===== config.mk =====
export PLATFORM = sky130hd
export DESIGN_NAME = flat_seq_stage
export DESIGN_NICKNAME = d
export VERILOG_FILES = /design/src/rtl/flat_seq_stage.sv
export SDC_FILE = /design/constraint.sdc
export NUM_CORES = 1
export LEC_CHECK = 0
export BUFFER_PORTS_ARGS = -buffer_cell sky130_fd_sc_hd__clkbuf_2
export CORE_AREA = 2 2 39 41
export CTS_BUF_LIST = sky130_fd_sc_hd__clkbuf_4
export CTS_CLUSTER_DIAMETER = 120
export DETAILED_ROUTE_END_ITERATION = 7
export DIE_AREA = 0 0 41 43
export GPL_TIMING_DRIVEN = 1
export SYNTH_ARGS = -nofsm -noshare
export SYNTH_HDL_FRONTEND = slang
export SYNTH_SLANG_ARGS = --single-unit

===== constraint.sdc =====
create_clock -name clk -period 3.3 [get_ports clk]
set_input_delay 0.495 -clock clk [delete_from_list [all_inputs] [get_ports clk]]
set_output_delay 0.495 -clock clk [all_outputs]
set_load 0.1 [all_outputs]

===== src/rtl/flat_seq_stage.sv =====
`timescale 1ns/1ps
module flat_seq_stage #(
  parameter int MODE = 0
) (
  input  logic clk,
  input  logic mclr,
  input  logic in_req,
  output logic in_ack,
  output logic work_req,
  input  logic work_ack,
  output logic out_req,
  input  logic out_ack
);

  localparam bit BROAD  = (MODE == 0);
  localparam bit WEAK   = (MODE == 1);

  logic pend;
  logic rel;

  wire fire    = work_req && work_ack;
  wire idle    = !in_ack && !work_req && !pend && !out_req;
  wire start   = in_req && idle && (BROAD || !out_ack);
  wire ia_done = in_ack && !in_req && !work_req && !work_ack;
  wire or_set  = rel && !out_ack;

  always_comb begin
    if (BROAD)     rel = pend && !in_ack && !work_req && !work_ack;
    else if (WEAK) rel = pend && !work_req;
    else           rel = fire || pend;
  end

  always_ff @(posedge clk or posedge mclr) begin
    if (mclr) begin
      work_req <= 1'b0;
      in_ack   <= 1'b0;
      pend     <= 1'b0;
      out_req  <= 1'b0;
    end else begin
      if (start)     work_req <= 1'b1;
      else if (fire) work_req <= 1'b0;
      in_ack  <= fire || (in_ack && !ia_done);
      pend    <= (pend || fire) && !or_set;
      out_req <= or_set || (out_req && !out_ack);
    end
  end

endmodule



Word level (Yosys, flattened, before mapping)
Index checks and enable logic that the tools add are counted.
Cells by class
  mux-type cells: 2
  reductions and logical operators: 28
Operator list (number)
  logical AND 1 bit: 15
  zero test 1 bit: 9
  logical OR 1 bit: 3
  two-way mux 1 bit: 2
  nonzero test 2 bit: 1
Storage, ports and cells
  register bits: 4
  output and inout port bits: 3
  logic and storage cells: 34

Depth between registers and ports, before layout
Gate-level depths: netlist of the first run.
  depth after elaboration: 7
  gate-level depth with buffers: 2

Worst setup path after synthesis of the first run
OpenSTA, ideal clock, no wires.
  kind: register -> register
  from: register work_req
  to: register out_req
  setup time: 0.077 ns
  arrival time: 1.506 ns
  data required time: 3.223 ns
  setup slack: 1.716 ns
  cell stages (with the launch flop): 3
  buffers on the path: 0
  path through: dfrtp_1 -> or4b_1 -> a21oi_1
Between the ends
  cells in the longest elaborated chain, start to end: 5
Ends and longest elaborated chain
  from (decl): RTL line 9  | output logic work_req,
  from (signal assigned): RTL line 35  | work_req <= 1'b0;
  from (signal assigned): RTL line 40  | if (start) work_req <= 1'b1;
  from (signal assigned): RTL line 41  | else if (fire) work_req <= 1'b0;
  zero test 1 bit: RTL line 28  | if (BROAD) rel = pend && !in_ack && !work_req && !work_ack;
  logical AND 1 bit (2 in series): RTL line 28
  logical AND 1 bit: RTL line 25  | wire or_set = rel && !out_ack;
  logical OR 1 bit: RTL line 44  | out_req <= or_set || (out_req && !out_ack);
  to (signal assigned): RTL line 44
  to (decl): RTL line 11  | output logic out_req,
Every way passes these cells.
A chain may end at the register's enable or synchronous reset.

Worst setup path in the final report of the first run
  from: register work_req
  to: output port work_req
No word-level cell between the ends.

==> reports/qor.txt, run 1 <==
M1 GR Usage -> 4.26%
Hold Buf Count CTS -> 0
Final min period -> 1.61 ns
Clk_lat worst skew -> 0.23 ns
Via Count -> 144
Critical path data required time -> 2.80 ns
Total gr overflow -> 0
Sink Count -> 4
Worst reg2reg setup slack -> 2.14 ns
Grt met2 use -> 4.38%
Relative slew slack -> 64.1%
Share of layout cells above drive strength 1 -> 37.0%
Top Ports -> 8
Diode count -> 0
Root Buffer -> clkbuf_4
TNS Setup -> 0 ns
First-pass GRT wire length -> 414 um
Crit-path max FO -> 6
Sequential area share after synthesis -> 59.7%
Clock transition at the registers of the reported paths -> 0.03 ns
Mapped Area -> 168 um^2
Slowest cell on the critical path -> clkbuf_2
CP cell instances -> clkbuf_2
Final Setup Violations -> 0
Die Y -> 43 um
Tcrit/Tclk final -> 48.7%
CTS tree -> built
Distinct cells, synth -> 7
Mean number of vias per cell -> 3.35
Area grow syn2layout -> 46.3%
Delay-heaviest family, CP -> buffers and inverters
Setup Skew -> 0.000472 ns
Arrival @ worst endpoint -> 1.11 ns
Vias in the first global route -> 120
DIE WIDTH -> 41 um
RSZ-0062 raised after global routing -> no
DRT Pass-1 Iters -> 1
Outcome -> completed
Crit path buffers/inverters -> 1
Maximum clock frequency -> 0.623 GHz
H-tree Lvls -> 1
Most Crowded Layer GR -> met4
# nets final -> 34
Crit Path Category -> flip-flop to primary output
GRT Util Overall -> 4.55%
Post-CTS setup buffers -> 0
Instance count on the critical path -> 1
WL final -> 325 um
Gp weighted congestion -> 0.514
IO buf count -> 7
Worst reg2reg path depth -> 2
Syn nets -> 22
Fin. max-slew vios -> 0
DRC violations left -> 0
Fin. Hold Viols -> 0
Yosys reg bits -> 4
Final ANT Viol Nets -> 0
Syn_area_per_cell -> 9.86 um^2
Initial antenna violation count -> 0
Yosys Warn Count -> 0
DR iter-0 viols -> 0
Delay of the slowest critical-path stage -> 0.48 ns
Drt wl/cell -> 7.56 um
Largest net degree at the start of global routing -> 7
Starting Density -> 12.1%
PostCTS Resize Cnt -> 0
Total core area -> 1380 um^2
Post-Synthesis Cells -> 17
Max Cap Viol -> 0
Rows -> 14
Setup crit end kind -> primary output
GRT met3 Usage -> 3.14%
CTS Buf Count -> 3
Crit Reg-Reg Endpoint -> out_req
Die area -> 1760 um^2
CTS Buffer Depth -> 2
Worst-margin pin slew -> 0.540 ns
R2R Path Start -> work_req
Startpoint Class -> flip-flop
HP Class -> input pin to async pin
cells in the mapped netlist:
cell	n	area share [%]
a21oi_1	4	12
dfrtp_1	4	60
inv_1	3	6.7
nor2_1	3	6.7
a32o_1	1	6.0
o21ai_0	1	3.0
or4b_1	1	6.0
state kept, by name (all words and copies together) (netlist names):
signal / cells
work_req: 1
pend: 1
out_req: 1
in_ack: 1
stage by stage:
step	utilization (%)	instance area, um^2	hold WS, ns	instances	worst slack (ns)
2_1_floorplan	-	168	0.261	17	1.72
3_3_place_gp	16.1	223	0.360	40	1.93
3_5_place_dp	16.1	223	0.364	40	1.93
4_1_cts	17.7	245	0.113	43	1.68
5_1_grt	17.7	245	0.121	43	1.64
6_report	17.7	245	0.119	43	1.69
area by class of cell:
cell class	instances	area, um^2
multi-input combinational	10	56.3
sequential	4	100
tap	16	20.0
timing repair buffer	7	35.0
clock buffer	3	22.5
fill	161	1140
inverter	3	11.3
how the worst max path moves through the flow:
stage,startpoint,endpoint,slack [ns]
global placement,work_ack,out_req,1.93
finish,work_req,work_req,1.69
CTS,work_req,work_req,1.68
floorplan,work_req,out_req,1.72
detailed placement,work_req,work_req,1.93
global route,work_req,work_req,1.64
cell families (layout without fill, tap and decap cells):
family | Yosys count | count (layout) | share of synthesized area, %
compound gates | 6 | 6 | 20.9
flops | 4 | 4 | 59.7
simple gates | 4 | 4 | 12.7
buf+inv | 3 | 13 | 6.72
placed cells by master (no fill, tap or decap):
master,synthesis,routed
clkbuf_2,0,7
a21oi_1,4,4
dfrtp_1,4,4
inv_1,3,3
nor2_1,3,3
clkbuf_4,0,3
o21ai_0,1,1
or4b_1,1,1
a32o_1,1,1
layer usage:
layer | up-vias | share of wire, % | wire [um]
met2 | 6 | 45 | 145
met4 | 0 | 1.8 | 6
met1 | 56 | 41 | 134
met3 | 2 | 12 | 40
li1 | 80 | - | -
met5 | - | 0 | 0
Power of run 1 is not shown: default switching activity piles up to over one toggle a cycle in this logic, so the estimate is an artifact.
==> inputs of run 2 (changes only) <==
- ABC_AREA: default -> 1
- clock period: 3.3 -> 1.4 ns (I/O delays scaled with it)
==> reports/qor.txt, run 2 <==
Via Count -> 176
Diode count -> 0
Clk_lat worst skew -> 0.23 ns
Delay of the slowest critical-path stage -> 0.37 ns
Yosys Warn Count -> 0
First-pass GRT wire length -> 552 um
Clock transition at the registers of the reported paths -> 0.03 ns
Delay-heaviest family, CP -> flip-flops
Startpoint Class -> flip-flop
Tcrit/Tclk final -> 79.3%
Setup crit end kind -> primary output
Fin. Hold Viols -> 0
IO buf count -> 7
Worst reg2reg path depth -> 4
TNS Setup -> 0 ns
GRT Util Overall -> 5.03%
Syn_area_per_cell -> 8.64 um^2
Setup Skew -> 0.00185 ns
Vias in the first global route -> 171
PostCTS Resize Cnt -> 0
Final ANT Viol Nets -> 0
Asr flop ratio synth -> 100%
Dominant synthesized flop cell -> dfrtp_1
H-tree Lvls -> 1
DIE WIDTH -> 41 um
WL final -> 363 um
DRT Pass-1 Iters -> 1
Post-Synthesis Cells -> 21
Area grow syn2layout -> 59.3%
Total gr overflow -> 0
Worst-margin pin slew -> 0.277 ns
Top cells by count, synth -> dfrtp_1 (4), nand2_1 (4), inv_1 (3)
Arrival @ worst endpoint -> 0.90 ns
Crit Path Category -> flip-flop to primary output
DRC violations left -> 0
Post-synth EDFFs -> 0
Ranking of synthesized cells by area -> dfrtp_1 (55%), nand2_1 (8.3%), nor2_2 (6.9%)
Distinct cells, synth -> 10
Rows -> 14
Total core area -> 1380 um^2
Critical path data required time -> 1.19 ns
Largest net degree at the start of global routing -> 6
Slowest cell on the critical path -> dfrtp_1
Die Y -> 43 um
Most frequent cells in the layout -> nand2_1 (4), dfrtp_1 (4), clkbuf_2 (4)
CTS Buffer Depth -> 2
CTS tree -> built
Sequential area share after synthesis -> 55.2%
Filler Cells Inserted -> 164
Drt wl/cell -> 7.56 um
Area leader, netlist -> dfrtp_1
Root Buffer -> clkbuf_4
Fin. max-slew vios -> 0
Starting Density -> 13.1%
DR iter-0 viols -> 0
Sink Count -> 4
Yosys reg bits -> 4
Maximum clock frequency -> 0.901 GHz
Gp weighted congestion -> 0.644
Post-CTS setup buffers -> 0
Instance count on the critical path -> 1
RSZ-0062 raised after global routing -> no
CTS Buf Count -> 3
CP cell instances -> buf_4
Max Cap Viol -> 0
Initial antenna violation count -> 0
Mean number of vias per cell -> 3.67
Final min period -> 1.11 ns
Hold path cells -> 3
# nets final -> 39
HP Class -> input pin to flip-flop
Die area -> 1760 um^2
Syn nets -> 26
Mapped Area -> 181 um^2
DP HPWL -> 321 um
Final Setup Violations -> 0
Crit path buffers/inverters -> 1
Relative slew slack -> 81.7%
Crit-path max FO -> 3
Top Ports -> 8
Share of layout cells above drive strength 1 -> 43.8%
Yosys top cell area share -> 55.2%
Outcome -> completed
run 2: cell types whose count changed in the layout (fill, tap and decap cells not counted):
cell / previous run / this run
a21oi_1: 4 / 1
a32o_1: 1 / 0
buf_12: 0 / 1
buf_4: 0 / 2
clkbuf_2: 7 / 4
dlygate4sd3_1: 0 / 1
nand2_1: 0 / 4
nand2_2: 0 / 1
nand3_1: 0 / 1
nor2_1: 3 / 2
nor2_2: 0 / 2
o21ai_0: 1 / 2
o21ai_2: 0 / 1
or4b_1: 1 / 0
run 2: final cells by class:
cell class	instances	area (um^2)	share of cell area [%]
inverter	3	11.3	3.90
multi-input combinational	14	70.1	24.2
tap	16	20.0	6.93
clock buffer	3	22.5	7.79
timing repair buffer	8	65.1	22.5
sequential	4	100	34.6
run 2: metal layers:
metal / track usage, % / share of wire (%)
met4: 6.00 / 0
met5: 0 / 0
met3: 1.57 / 8.0
met2: 7.50 / 56
met1: 4.53 / 36
run 2: per-stage QoR:
step                      cells  worst slack (ns)  util, %  area (um^2)  hold WS (ns)
after floorplan              21            0.0464        -          181       -0.0239
after detailed placement     44             0.451     18.5          256        0.0804
after global placement       44             0.490     18.5          256        0.0790
final                        48             0.290     20.9          289         0.235
after global routing         48             0.248     20.9          289         0.243
after CTS                    48             0.271     20.9          289         0.234
run 2: path summary, 6_finish.rpt:
check	from	to	slack, ns
worst max-delay path	in_ack	in_ack	0.29
worst min-delay path	in_req	work_req	0.23
worst max register to register	work_req	pend	0.46
worst min register to register	out_req	out_req	0.51
max in group asynchronous	mclr	work_req	0.87
min in group asynchronous	mclr	pend	0.38
run 2: cells by family (layout without fill, tap and decap cells):
family                 Yosys count  after routing  synth area share, %
AND/OR/NAND/NOR                 10             10                 25.5
AO/OA/AOI/OAI                    4              4                 13.1
flip-flops                       4              4                 55.2
buffers and inverters            3             14                 6.21
run 2: what timing repair did:
item	4_1_cts	5_1_grt
endpoints found under the setup margin	0	0
endpoints found under the hold margin	4	0
hold buffers	1	0
Power of run 2 is left out for the same reason.
==> inputs of run 3 (changes only) <==
- clock period: 1.4 -> 0.9 ns (I/O delays scaled with it)
==> reports/qor.txt, run 3 (same netlist as run 2, synthesis figures left out) <==
Delay-heaviest family, CP -> flip-flops
Critical path data required time -> 0.76 ns
Worst reg2reg path depth -> 3
RSZ-0062 raised after global routing -> yes
# nets final -> 41
DP HPWL -> 317 um
WHS -> 0.153 ns
Gp weighted congestion -> 0.631
Total gr overflow -> 0
Rows -> 14
Final Setup Violations -> 5
WL final -> 383 um
Relative slew slack -> 89.3%
Final ANT Viol Nets -> 0
Diode count -> 0
Worst-margin pin slew -> 0.158 ns
Drt wl/cell -> 7.51 um
Crit Reg-Reg Endpoint -> pend
Die Y -> 43 um
CP cell instances -> buf_12
Setup Skew -> 0.00477 ns
GRT Util Overall -> 5.65%
H-tree Lvls -> 1
Slowest cell on the critical path -> dfrtp_4
Initial antenna violation count -> 0
Hold EP -> work_req
Die area -> 1760 um^2
Fin. Hold Viols -> 0
Largest net degree at the start of global routing -> 5
CTS Buf Count -> 3
DIE WIDTH -> 41 um
DRC violations left -> 0
Starting Density -> 13.1%
Post-route setup slack -> -0.159 ns
Filler Cells Inserted -> 146
Sink Count -> 4
Fin. max-slew vios -> 0
IO buf count -> 7
Hold path cells -> 3
Outcome -> finished, violations left
Clock transition at the registers of the reported paths -> 0.04 ns
Mean number of vias per cell -> 3.39
Total core area -> 1380 um^2
Max Cap Viol -> 0
Final min period -> 1.06 ns
Failing checks -> negative setup slack
Most frequent cells in the layout -> nand2_1 (4), clkbuf_4 (4), clkbuf_2 (4)
Vias in the first global route -> 166
Delay of the slowest critical-path stage -> 0.51 ns
Clk_lat worst skew -> 0.23 ns
Maximum clock frequency -> 0.944 GHz
DRT Pass-1 Iters -> 1
Worst reg2reg setup slack -> -0.05 ns
R2R Path Start -> work_req
Area grow syn2layout -> 100%
CTS tree -> built
Via Count -> 173
Setup crit end kind -> primary output
Hold wc startpoint -> in_req
Share of layout cells above drive strength 1 -> 62.9%
Startpoint Class -> flip-flop
Crit path buffers/inverters -> 1
TNS Setup -> -0.498 ns
DR iter-0 viols -> 0
First-pass GRT wire length -> 600 um
CTS Buffer Depth -> 2
Top Ports -> 8
Crit Path Category -> flip-flop to primary output
HP Class -> input pin to flip-flop
Tcrit/Tclk final -> 118%
Crit-path max FO -> 4
Root Buffer -> clkbuf_4
Arrival @ worst endpoint -> 0.92 ns
-- run 3: cell types whose count changed in the layout (fill, tap and decap cells not counted), sizes merged --
cell    previous run  this run
clkbuf             7         8
buf                3         5
-- run 3: worst max path at each step --
stage	startpoint	depth (start not counted)	slack (ns)	endpoint
after floorplan	in_ack	4	-0.16	pend
final	work_req	1	-0.16	work_req
after global routing	work_req	1	-0.18	work_req
after CTS	work_req	1	-0.17	work_req
after detailed placement	in_ack	4	-0.04	pend
after global placement	in_ack	4	-0.02	pend
-- run 3: through the flow --
step                util, %  area, um^2  setup slack [ns]  std cells
finish                 26.2         363            -0.159         51
detailed placement     21.5         298           -0.0448         44
floorplan                 -         198            -0.163         21
CTS                    25.9         359            -0.167         51
global placement       21.5         298           -0.0242         44
global route           26.2         363            -0.184         51
-- run 3: area by class of cell --
type,instances,area [um^2],share of cell area [%]
Multi-Input combinational cell,14,81.3,22.4
Clock buffer,4,30.0,8.28
Timing Repair Buffer,10,109,30.0
Tap cell,16,20.0,5.52
Inverter,3,11.3,3.10
Sequential cell,4,111,30.7
-- run 3: repair_timing --
item	in CTS	in global routing
setup buffers	2	0
resized for setup	2	1
setup endpoints to repair	6	7
hold buffers	1	0
endpoints found under the hold margin	4	0
pin swaps	1	1
-- run 3: routing by layer --
layer,track usage (%),up-vias,part of all wire [%]
met5,0,-,0
met4,6.00,0,0
met3,3.14,0,6.3
met2,6.88,4,52
met1,6.21,77,41
li1,-,92,-
Power of run 3 is left out for the same reason.
